<file path="config.mk">
export PLATFORM = sky130hd
export DESIGN_NAME = shadd_out_stage
export DESIGN_NICKNAME = d
export VERILOG_FILES = /design/src/rtl/shadd_out_stage.sv
export SDC_FILE = /design/constraint.sdc
export NUM_CORES = 1
export LEC_CHECK = 0
export ABC_AREA = 0
export ABC_CLOCK_PERIOD_IN_PS = 6200
export CAP_MARGIN = 10
export CORE_UTILIZATION = 39
export DETAILED_ROUTE_END_ITERATION = 10
export MAX_ROUTING_LAYER = met4
export PLACE_DENSITY = 0.88
export SLEW_MARGIN = 25
export SYNTH_ARGS = -nofsm -noshare
export SYNTH_HDL_FRONTEND = slang
export SYNTH_SLANG_ARGS = --single-unit
export TNS_END_PERCENT = 20
</file>
<file path="constraint.sdc">
create_clock -name clk -period 6.2 [get_ports clk]
set_input_delay 1.24 -clock clk [delete_from_list [all_inputs] [get_ports clk]]
set_output_delay 1.24 -clock clk [all_outputs]
set_load 0.005 [all_outputs]
</file>
<file path="src/rtl/shadd_out_stage.sv">
module shadd_out_stage #(
  parameter int CELLS = 8,
  parameter int W     = 26,
  parameter int LO_W  = 16,
  parameter int SHIFT = 8,
  localparam int SELW = $clog2(CELLS)
) (
  input  logic               clk,
  input  logic               rst,
  input  logic               valid,
  input  logic               shadd,
  input  logic [SELW-1:0]    sel,
  input  logic [CELLS*W-1:0] cell_bus,
  input  logic               oe_lo,
  input  logic               oe_hi,
  output logic [W-1:0]       result
);

  logic        [W-1:0] cell_q [CELLS];
  logic signed [W-1:0] picked;
  logic signed [W-1:0] acc;
  logic signed [W-1:0] acc_nx;

  for (genvar k = 0; k < CELLS; k++) begin : g_unpack
    assign cell_q[k] = cell_bus[k*W +: W];
  end

  assign picked = $signed(cell_q[sel]);
  assign acc_nx = shadd ? (acc >>> SHIFT) + picked : picked;

  always_ff @(posedge clk) begin
    if (rst)        acc <= '0;
    else if (valid) acc <= acc_nx;
  end

  assign result[LO_W-1:0] = oe_lo ? acc[LO_W-1:0] : {LO_W{1'b0}};
  assign result[W-1:LO_W] = oe_hi ? acc[W-1:LO_W] : {(W-LO_W){1'b0}};

endmodule


</file>
# After elaboration in Yosys (flattened, before gate mapping)
# Index checks and enable logic that the tools add are counted.
[totals]
register_bits = 26
in_bits = 217
out_inout_bits = 26
word_cells = 10
[classes]
bitwise_logic = 1
magnitude_cmp = 1
muxes = 6
n_addsub = 1
[op_table]
columns = ["cell", "n"]
rows = [
  ["26-bit binary-select mux with 3-bit select", 1],
  ["26-bit two-way mux", 3],
  ["18-bit by 26-bit adder with 26-bit output", 1],
  ["16-bit two-way mux", 1],
  ["10-bit two-way mux", 1],
  ["4-bit >= comparator, second input constant", 1],
  ["3-bit NOT with 4-bit output", 1],
]

# Depth between registers and ports, before layout
# Gate-level depths: netlist of run 1.
[logic_depth]
depth_word = 6
ltp_mapped = 15
ltp_nobuf = 13

# Worst setup path after synthesis of run 1
# OpenSTA, ideal clock, no wires.
[synth_path]
kind = "input-to-reg"
from = "input port sel[0]"
to = "register acc[18]"
cell_stages = 15
t_required_ns = 6.086
path_slack_ns = 1.286
setup_time_ns = 0.114
t_arrival_ns = 4.800
n_path_buf = 2
cell_sequence = "buf_2 > buf_2 > mux4_2 > mux2_2 > ha_1 > fa_1 > a211oi_2 > o21a_2 > o221ai_2 > o41ai_4 > o21ai_2 > a221oi_2 > xor2_1 > a211oi_1 > a21o_1"
[synth_between]
elab_chain_len = 6
[synth_rtl]
columns = ["item", "line", "rtl"]
rows = [
  ["start: declaration", "12", "input logic [SELW-1:0] sel,"],
  ["3-bit NOT with 4-bit output (not written as such) *", "28", "assign picked = $signed(cell_q[sel]);"],
  ["26-bit binary-select mux with 3-bit select *", "28", ""],
  ["26-bit two-way mux (not written as such) * (2 in series)", "28", ""],
  ["18-bit by 26-bit adder with 26-bit output", "29", "assign acc_nx = shadd ? (acc >>> SHIFT) + picked : picked;"],
  ["26-bit two-way mux *", "29", ""],
  ["end signal: assignment", "33", "else if (valid) acc <= acc_nx;"],
  ["end: declaration", "21", "logic signed [W-1:0] acc;"],
]
# Mark *: on every way between the ends. The rest lies on a longest branch, timed or not. The select of a mux whose other input is x is not followed.
# A chain may end at the register's enable or synchronous reset.

# Worst setup path in the final report of run 1
# Ends and elaborated chain as after synthesis.

==> results of run 1 <==
[synth_stat cells, drive strengths merged (2+ instances only)]
master  instances  share of area [%]
a211oi         13                2.5
a21o           11                2.0
a21oi          25                3.0
a311oi          6                1.3
a31oi           4               0.60
and2           28                4.2
and3            4               0.72
buf            16                2.2
clkbuf         13                1.2
dfxtp          26                 13
ha             25                7.5
inv             5               0.45
mux2           28                7.6
mux2i          11                2.7
mux4           52                 28
nand2          21                1.9
nand2b          9                1.4
nand3           4               0.48
nand3b          2               0.36
nor2           38                3.4
nor3            7               0.85
nor3b           4               0.72
o211ai          2               0.48
o21a            3               0.57
o21ai          19                2.6
o21bai          4               0.72
o31ai           4               0.97
o41ai           2               0.88
or2             2               0.30
xnor2          16                3.4
xor2            5                1.1
[routing by layer]
metal	wire, um	vias to the layer above	track usage, %
li1	-	2084	-
met1	6360	2059	35.6
met2	7270	231	45.5
met3	1090	36	3.62
met4	454	0	8.65
met5	0	-	-
[worst max-delay path: stages]
cell,delay (ns)
buf_4,0.35
mux4_2,0.57
mux2_2,0.29
ha_1,0.21
fa_1,0.46
a211oi_2,0.28
o21a_2,0.17
o221ai_2,0.12
o41ai_4,0.43
o21ai_2,0.15
a221oi_2,0.29
xor2_1,0.18
a211oi_1,0.09
a21o_1,0.18
[logic make-up after synthesis]
kind of cell,count (synthesis)
DFF,26
buffers and inverters,34
AOI/OAI and AO/OA,98
xor gates and xnor gates,21
muxes,91
and+or+nand+nor,125
adders and majority gates,26
[final timing paths]
check	to	from	slack, ns	cells after the start
worst max-delay path	acc[18]	sel[0]	1.35	14
worst min-delay path	acc[5]	acc[5]	0.48	2
worst max register to register	acc[18]	acc[8]	3.15	11
worst min register to register	acc[5]	acc[5]	0.48	2
[power breakdown]
part / internal (mW) / switching (mW) / total (mW)
combinational: 0.409 / 0.326 / 0.735
clock: 0.0864 / 0.0544 / 0.141
sequential: 0.190 / 0.0282 / 0.218
total: 0.685 / 0.408 / 1.09
[metrics by stage]
stage | cell area [um^2] | std cells
global placement | 6650 | 776
global route | 6720 | 781
finish | 6720 | 781
detailed placement | 6640 | 776
CTS | 6710 | 780
floorplan | 4140 | 421
[area by class of cell]
| cell class | count | area (um^2) |
|---|---|---|
| diodes | 1 | 2.50 |
| clock buffers | 3 | 41.3 |
| clock inverters | 1 | 30.0 |
| fillers | 837 | 3610 |
| inverters | 5 | 18.8 |
| multi-input cells | 361 | 3470 |
| flip-flops and latches | 26 | 520 |
| well taps | 136 | 170 |
| repair buffers | 248 | 2470 |
==> impl_metrics.yaml, run 1 <==
clock_tree:
  clock_latency_ns: 0.27
  cts_buffers: 3
  cts_resized: 0
  htreeDepth: 1
  hold_buffers: 0
  cts.path.max_buffers: 2
  cts_root_buf: "clkbuf_8"
  clk_pin_slew_ns: 0.10
  post-cts-setup-buffer-count: 0
  cts_tree: "yes"
  clkSinkCount: 26
timing:
  slew_headroom_pct: 61.9
  finalCritPeriodShare_pct: 78.2
  final_hold_viol_count: 0
  drv_slew: 0
  setup_viol: 0
  whs_ns: 0.480
  fin_skew_ns: 0.0113
  rsz0062_at_grt: "no"
  timing.fmax_mhz: 206
  worst_pin_slew_ns: 0.572
  min_period_ns: 4.85
  finalSetupTns_ns: 0
  setup_slack_ns: 1.35
hold_path:
  hold_path.class: "flop to flop"
worst_setup_path:
  crit_arrival_ns: 5.03
  required_ns: 6.38
  cp-end-kind: "flop"
  path_max_fanout: 22
  startpoint_type: "input pin"
  crit_type: "input pin to flop"
final_layout:
  largest_reg_flops: 26
  final_common_cell: "clkdlybuf4s50_1"
  drive_above_1_share_pct: 16.9
  fin_util_pct: 65.1
  top_regs: "acc: 26 flops"
  layout_common_cells: "clkdlybuf4s50_1 (239), mux4_2 (52), nor2_1 (38), and2_1 (28), mux2_2 (28)"
  area_growth_pct: 62.1
  nNetsFinal: 888
  top_register: "acc"
pwr:
  p_leak_nw: 2.56
  p_per_area_mw_per_mm2: 163
  power_mw: 1.09
  ir_drop_mv: 0.106
synthesis:
  ys_types: 54
  synth-edff-count: 0
  synth_warnings: 0
  synth_nets: 664
  syn_avg_cell_area_um2: 9.84
  synth-xor-area-share_pct: 4.44
  synthesis.area_mm2: 0.00414
  synth_adder_area_share_pct: 8.03
  synth_mux_area_share_pct: 38.5
  synth-compound-area-share_pct: 17.1
  netlist_instances: 421
  yosysSeqAreaShare_pct: 12.6
  synth-async-reset-ratio_pct: 0
  synth-simple-area-share_pct: 15.5
  synth-main-ff-cell: "dfxtp_1"
  synth_seq_cells: 26
  synth_top_family_by_area: "multiplexers"
flow_run:
  cap_violations: 0
route:
  drc: 0
  wl_per_cell_um: 19.4
  wl_mm: 15.2
  ant_nets: 0
  drtPass1Iterations: 5
  first_iter_violations: 266
  num_vias: 4410
  vias_per_cell: 5.65
placement:
  dp_hpwl_mm: 13.1
  port-buffer-count: 242
  pre_cts_slack_ns: 1.07
  place.gp.congestion: 0.918
die:
  die_area_mm2: 0.0110
  row_count: 37
  io_pins: 243
  coreArea_mm2: 0.0103
  start_util_pct: 40.1
  die_y_um: 105
  die-width_um: 105
grt:
  first_global_vias: 4581
  antenna_found_initial: 1
  grt_pass1_wl_mm: 23.3
  gr-usage-all-layers_pct: 27.7
  grt_max_degree: 47
  gr-total-overflow: 0
run_status:
  status: "finished, final reports clean"
Power figures use the tool's default switching activity.
==> inputs of run 2 (changes only) <==
Settings changed: ABC_CLOCK_PERIOD_IN_PS 6200 to 5040.
Clock period 6.2 ns to 5.04 ns, I/O delays scaled along.
==> run 2 against run 1 <==
Effect of this change:
- routed wire length rose by 1.2%
- via count rose by 2.7%
- design area rose by 0.41%
- register-to-register slack got worse by 1.1 ns
- clock-buffer cell count did not move
- final cell count rose by 0.38%
- hold slack improved by 0.0089 ns
- combinational power rose by 24%
- power rose by 24%
- highest routed layer unchanged
==> impl_metrics.yaml, run 2 (same netlist as run 1, synthesis figures left out) <==
pwr:
  ir_drop_mv: 0.113
  p_sw_share_pct: 37.5
  p_per_area_mw_per_mm2: 200
  p_clk_share_pct: 12.9
  power_frac_comb_pct: 67.3
  p_int_mw: 0.845
  p_leak_nw: 2.58
  p_seq_share_pct: 19.9
  power_mw: 1.35
  switchingPower_mw: 0.507
route:
  num_vias: 4530
  first_iter_violations: 398
  wl_per_cell_um: 19.6
  ant_nets: 0
  wl_mm: 15.3
  vias_per_cell: 5.78
  drtPass1Iterations: 5
  drc: 0
die:
  die-width_um: 105
  start_util_pct: 40.1
  die_area_mm2: 0.0110
  coreArea_mm2: 0.0103
  row_count: 37
  io_pins: 243
  die_y_um: 105
grt:
  grt_busiest_layer: "met2"
  gr-usage-all-layers_pct: 28.3
  grt_pass1_wl_mm: 23.7
  grt_max_degree: 47
  gr-usage-met1_pct: 35.4
  antenna_found_initial: 0
  first_global_vias: 4587
  grt.met2_usage_pct: 46.3
  gr-total-overflow: 0
  grtUsageMet3_pct: 4.62
final_layout:
  fillers: 827
  largest_reg_flops: 26
  top_register: "acc"
  nNetsFinal: 892
  final_common_cell: "clkdlybuf4s50_1"
  seq_area_um2: 520
  multi_input_area_mm2: 0.00347
  final_cells: 784
  drive_above_1_share_pct: 17.4
  top_regs: "acc: 26 flops"
  layout_common_cells: "clkdlybuf4s50_1 (239), mux4_2 (52), nor2_1 (38), and2_1 (28), mux2_2 (28)"
  n_antenna_cell: 0
  area_growth_pct: 62.7
clock_tree:
  clkSinkCount: 26
  htreeDepth: 1
  cts_tree: "yes"
  cts_resized: 0
  clock_latency_ns: 0.27
  clk_pin_slew_ns: 0.09
  post-cts-setup-buffer-count: 0
  cts_buffers: 3
  cts.path.max_buffers: 2
  cts_root_buf: "clkbuf_8"
  hold_buffers: 0
timing:
  timing.fmax_mhz: 221
  rsz0062_at_grt: "no"
  setup_viol: 0
  min_period_ns: 4.53
  worst_pin_slew_ns: 0.678
  fin_skew_ns: 0.00507
  finalSetupTns_ns: 0
  finalCritPeriodShare_pct: 89.8
  setup_slack_ns: 0.514
  drv_slew: 0
  slew_headroom_pct: 54.6
  final_hold_viol_count: 0
worst_setup_path:
  crit_arrival_ns: 4.70
  crit_type: "input pin to flop"
  required_ns: 5.22
  rr_startpoint: "acc[8]"
  cp-end-kind: "flop"
  r2r_slack_ns: 2.03
  r2r_cells: 11
  path_max_fanout: 3
  r2r-end: "acc[18]"
  startpoint_type: "input pin"
flow_run:
  cap_violations: 0
hold_path:
  hp-start: "acc[5]"
  hold_path.class: "flop to flop"
  whs_endpoint: "acc[5]"
  hold_depth: 2
run_status:
  status: "finished, final reports clean"
placement:
  port-buffer-count: 242
  place.gp.congestion: 0.987
  place_inst: 780
  pre_cts_slack_ns: 0.256
  dp_hpwl_mm: 13.4
-- run 2: how the worst max path moves through the flow --
stage	startpoint	end	slack, ns	depth (start not counted)
finish	cell_bus[78]	acc[18]	0.51	14
detailed placement	cell_bus[78]	acc[18]	0.26	14
global placement	cell_bus[0]	acc[18]	0.31	14
global route	sel[0]	acc[18]	0.32	15
floorplan	sel[0]	acc[18]	0.36	15
CTS	cell_bus[78]	acc[18]	0.50	14
-- run 2: worst max-delay path: stages --
cell and delay (ns):
clkdlybuf4s50_1 0.40, mux4_2 0.48, mux2_2 0.30, ha_1 0.21, fa_1 0.45, a211oi_2 0.29, o21a_2 0.18, o221ai_2 0.12
o41ai_4 0.43, o21ai_2 0.14, a221oi_2 0.27, xor2_1 0.17, a211oi_1 0.09, a21o_1 0.16
-- run 2: layout make-up --
type | instances | share of cell area (%)
flip-flops and latches | 26 | 7.72
clock buffers | 3 | 0.612
clock inverters | 1 | 0.445
well taps | 136 | 2.52
repair buffers | 252 | 37.0
inverters | 5 | 0.278
multi-input cells | 361 | 51.4
-- run 2: routing by layer --
layer  share of wire, %  vias up
met2                 48      250
met5                  0        -
li1                   -     2092
met1                 41     2149
met3                7.9       39
met4                3.1        0
-- run 2: metrics by stage --
| step | utilization [%] | hold slack (ns) | instance area [um^2] |
|---|---|---|---|
| floorplan | - | 0.447 | 4140 |
| global placement | 64.7 | 0.472 | 6680 |
| detailed placement | 64.7 | 0.478 | 6680 |
| CTS | 65.4 | 0.491 | 6750 |
| global route | 65.3 | 0.502 | 6740 |
| finish | 65.3 | 0.489 | 6740 |
-- run 2: power by group through the flow --
stage / combinational, mW / clock (mW) / sequential, mW
2_1_floorplan: 0.577 / 0 / 0.256
3_3_place_gp: 0.872 / 0 / 0.272
3_5_place_dp: 0.895 / 0 / 0.273
4_1_cts: 0.902 / 0.175 / 0.268
5_1_grt: 0.978 / 0.182 / 0.273
6_report: 0.909 / 0.174 / 0.269
==> inputs of run 3 (changes only) <==
Settings changed: CORE_ASPECT_RATIO set to 1.5, HOLD_SLACK_MARGIN set to 0.03.
==> run 3 against run 2 <==
Effect of this change:
- global-route usage is 1.5 points higher
- die area hardly changed
- critical endpoint unchanged
- power is 4.2% higher
- first-iteration DRC count is 63% lower
- critical path depth stayed put
- core utilization is 0.93 points higher
- non-clock buffer count is 2 lower
- critical path type unchanged
- worst setup slack better by 0.0041 ns
- sequential share of layout area is 0.051 points lower
- highest routed layer unchanged
==> impl_metrics.yaml, run 3 (same netlist as run 1, synthesis figures left out) <==
placement:
  place.gp.congestion: 0.976
  port-buffer-count: 242
  place_inst: 783
  dp_hpwl_mm: 13.6
clock_tree:
  clock_latency_ns: 0.27
  clkSinkCount: 26
  hold_buffers: 0
  cts.path.max_buffers: 2
  post-cts-setup-buffer-count: 0
  cts_buffers: 3
  cts_tree: "yes"
  htreeDepth: 1
  clk_pin_slew_ns: 0.07
  cts_root_buf: "clkbuf_16"
  cts_resized: 0
worst_setup_path:
  cp_slowest_cell: "mux4_2"
  rr_startpoint: "acc[25]"
  crit_cells: 14
  crit_buf_inv: 1
  path_max_fanout: 3
  cp_top_family: "compound AO/OA/AOI/OAI gates"
  required_ns: 5.21
  crit_arrival_ns: 4.69
  cp-end-kind: "flop"
  r2r-end: "acc[25]"
  r2r_cells: 10
  crit_type: "input pin to flop"
  worstSetupEndpoint: "acc[18]"
  startpoint_type: "input pin"
  critical_path.max_stage_delay_ns: 0.47
  crit_path_start: "cell_bus[182]"
  r2r_slack_ns: 2.08
  crit_chain: "clkdlybuf4s50_1, mux4_2, mux2_2, ha_1, fa_1, a211oi_2, o21a_2, o221ai_2, o41ai_4, o21ai_2, a221oi_2, xor2_1, a211oi_1, a21o_1"
die:
  row_count: 45
  die_y_um: 128
  io_pins: 243
  coreArea_mm2: 0.0102
  die_area_mm2: 0.0111
  start_util_pct: 40.4
  die-width_um: 86.2
pwr:
  p_seq_share_pct: 19.0
  p_int_mw: 0.897
  p_leak_nw: 2.59
  power_frac_comb_pct: 64.2
  p_clk_share_pct: 16.8
  p_per_area_mw_per_mm2: 208
  ir_drop_mv: 0.135
  power_mw: 1.41
  switchingPower_mw: 0.512
  p_sw_share_pct: 36.4
route:
  ant_nets: 0
  vias_per_cell: 5.70
  first_iter_violations: 146
  drtPass1Iterations: 4
  wl_mm: 15.6
  num_vias: 4493
  wl_per_cell_um: 19.8
  drc: 0
grt:
  grt_max_degree: 45
  grt_pass1_wl_mm: 24.3
  first_global_vias: 4787
  gr-total-overflow: 0
  gr-usage-all-layers_pct: 29.9
  antenna_found_initial: 1
timing:
  rsz0062_at_grt: "no"
  finalSetupTns_ns: 0
  worst_pin_slew_ns: 0.970
  final_hold_viol_count: 0
  drv_slew: 0
  finalCritPeriodShare_pct: 89.7
  fin_skew_ns: 0.00586
  timing.fmax_mhz: 221
  min_period_ns: 4.52
  setup_viol: 0
  slew_headroom_pct: 35.1
final_layout:
  top_regs: "acc: 26 flops"
  top_register: "acc"
  fillers: 812
  largest_reg_flops: 26
  final_cells: 788
  area_growth_pct: 63.8
  layout_common_cells: "clkdlybuf4s50_1 (240), mux4_2 (52), nor2_1 (38), and2_1 (28), mux2_2 (28)"
  nNetsFinal: 890
  drive_above_1_share_pct: 17.0
  final_common_cell: "clkdlybuf4s50_1"
hold_path:
  hold_path.class: "flop to flop"
run_status:
  status: "finished, final reports clean"
flow_run:
  cap_violations: 0
[run 3: changes by cell type in the layout (fill, tap and decap cells not counted), sizes merged]
cell,delta
buf,-3
clkdlybuf4s50,+1
diode,+1
[run 3: worst min-delay path by stage]
stage / start / to / slack (ns) / depth (start not counted)
6_report: acc[6] / acc[6] / 0.48 / 2
5_1_grt: acc[6] / acc[6] / 0.50 / 2
4_1_cts: acc[6] / acc[6] / 0.48 / 2
3_5_place_dp: acc[6] / acc[6] / 0.47 / 2
3_3_place_gp: acc[1] / acc[1] / 0.47 / 2
2_1_floorplan: acc[18] / acc[18] / 0.45 / 1
[run 3: area by class of cell]
class / count / area, um^2 / area share [%]
well taps: 141 / 176 / 2.60
multi-input cells: 361 / 3470 / 51.1
flip-flops and latches: 26 / 520 / 7.67
inverters: 5 / 18.8 / 0.276
clock inverters: 1 / 30.0 / 0.442
diodes: 1 / 2.50 / 0.0369
clock buffers: 3 / 75.1 / 1.11
repair buffers: 250 / 2500 / 36.8
[run 3: stage by stage]
step	util, %	setup slack, ns	hold slack [ns]	cell area (um^2)
CTS	66.2	0.524	0.482	6790
detailed placement	65.2	0.261	0.473	6680
floorplan	-	0.358	0.447	4140
finish	66.3	0.518	0.483	6790
global route	66.3	0.395	0.498	6790
global placement	65.2	0.345	0.468	6680
[run 3: worst register-to-register path, stage by stage, from the launching register on]
cell and delay (ns):
dfxtp_1 0.68, ha_1 0.34, and2_1 0.20, nand3_1 0.15, nor3_1 0.24, o41ai_1 0.10
a31oi_1 0.43, a21oi_1 0.14, a21oi_1 0.30, o21bai_1 0.18, nand3_1 0.09
[run 3: layer usage]
layer	vias up	wire, um	GRT usage, %
li1	2106	-	-
met1	2082	5250	29.4
met2	253	8270	55.5
met3	52	1120	4.12
met4	0	981	16.6
met5	-	0	-
[run 3: power by group through the flow]
stage	clock, mW	combinational, mW	sequential, mW
2_1_floorplan	0	0.577	0.256
3_3_place_gp	0	0.878	0.271
3_5_place_dp	0	0.901	0.273
4_1_cts	0.240	0.905	0.268
5_1_grt	0.246	0.989	0.272
6_report	0.236	0.905	0.268
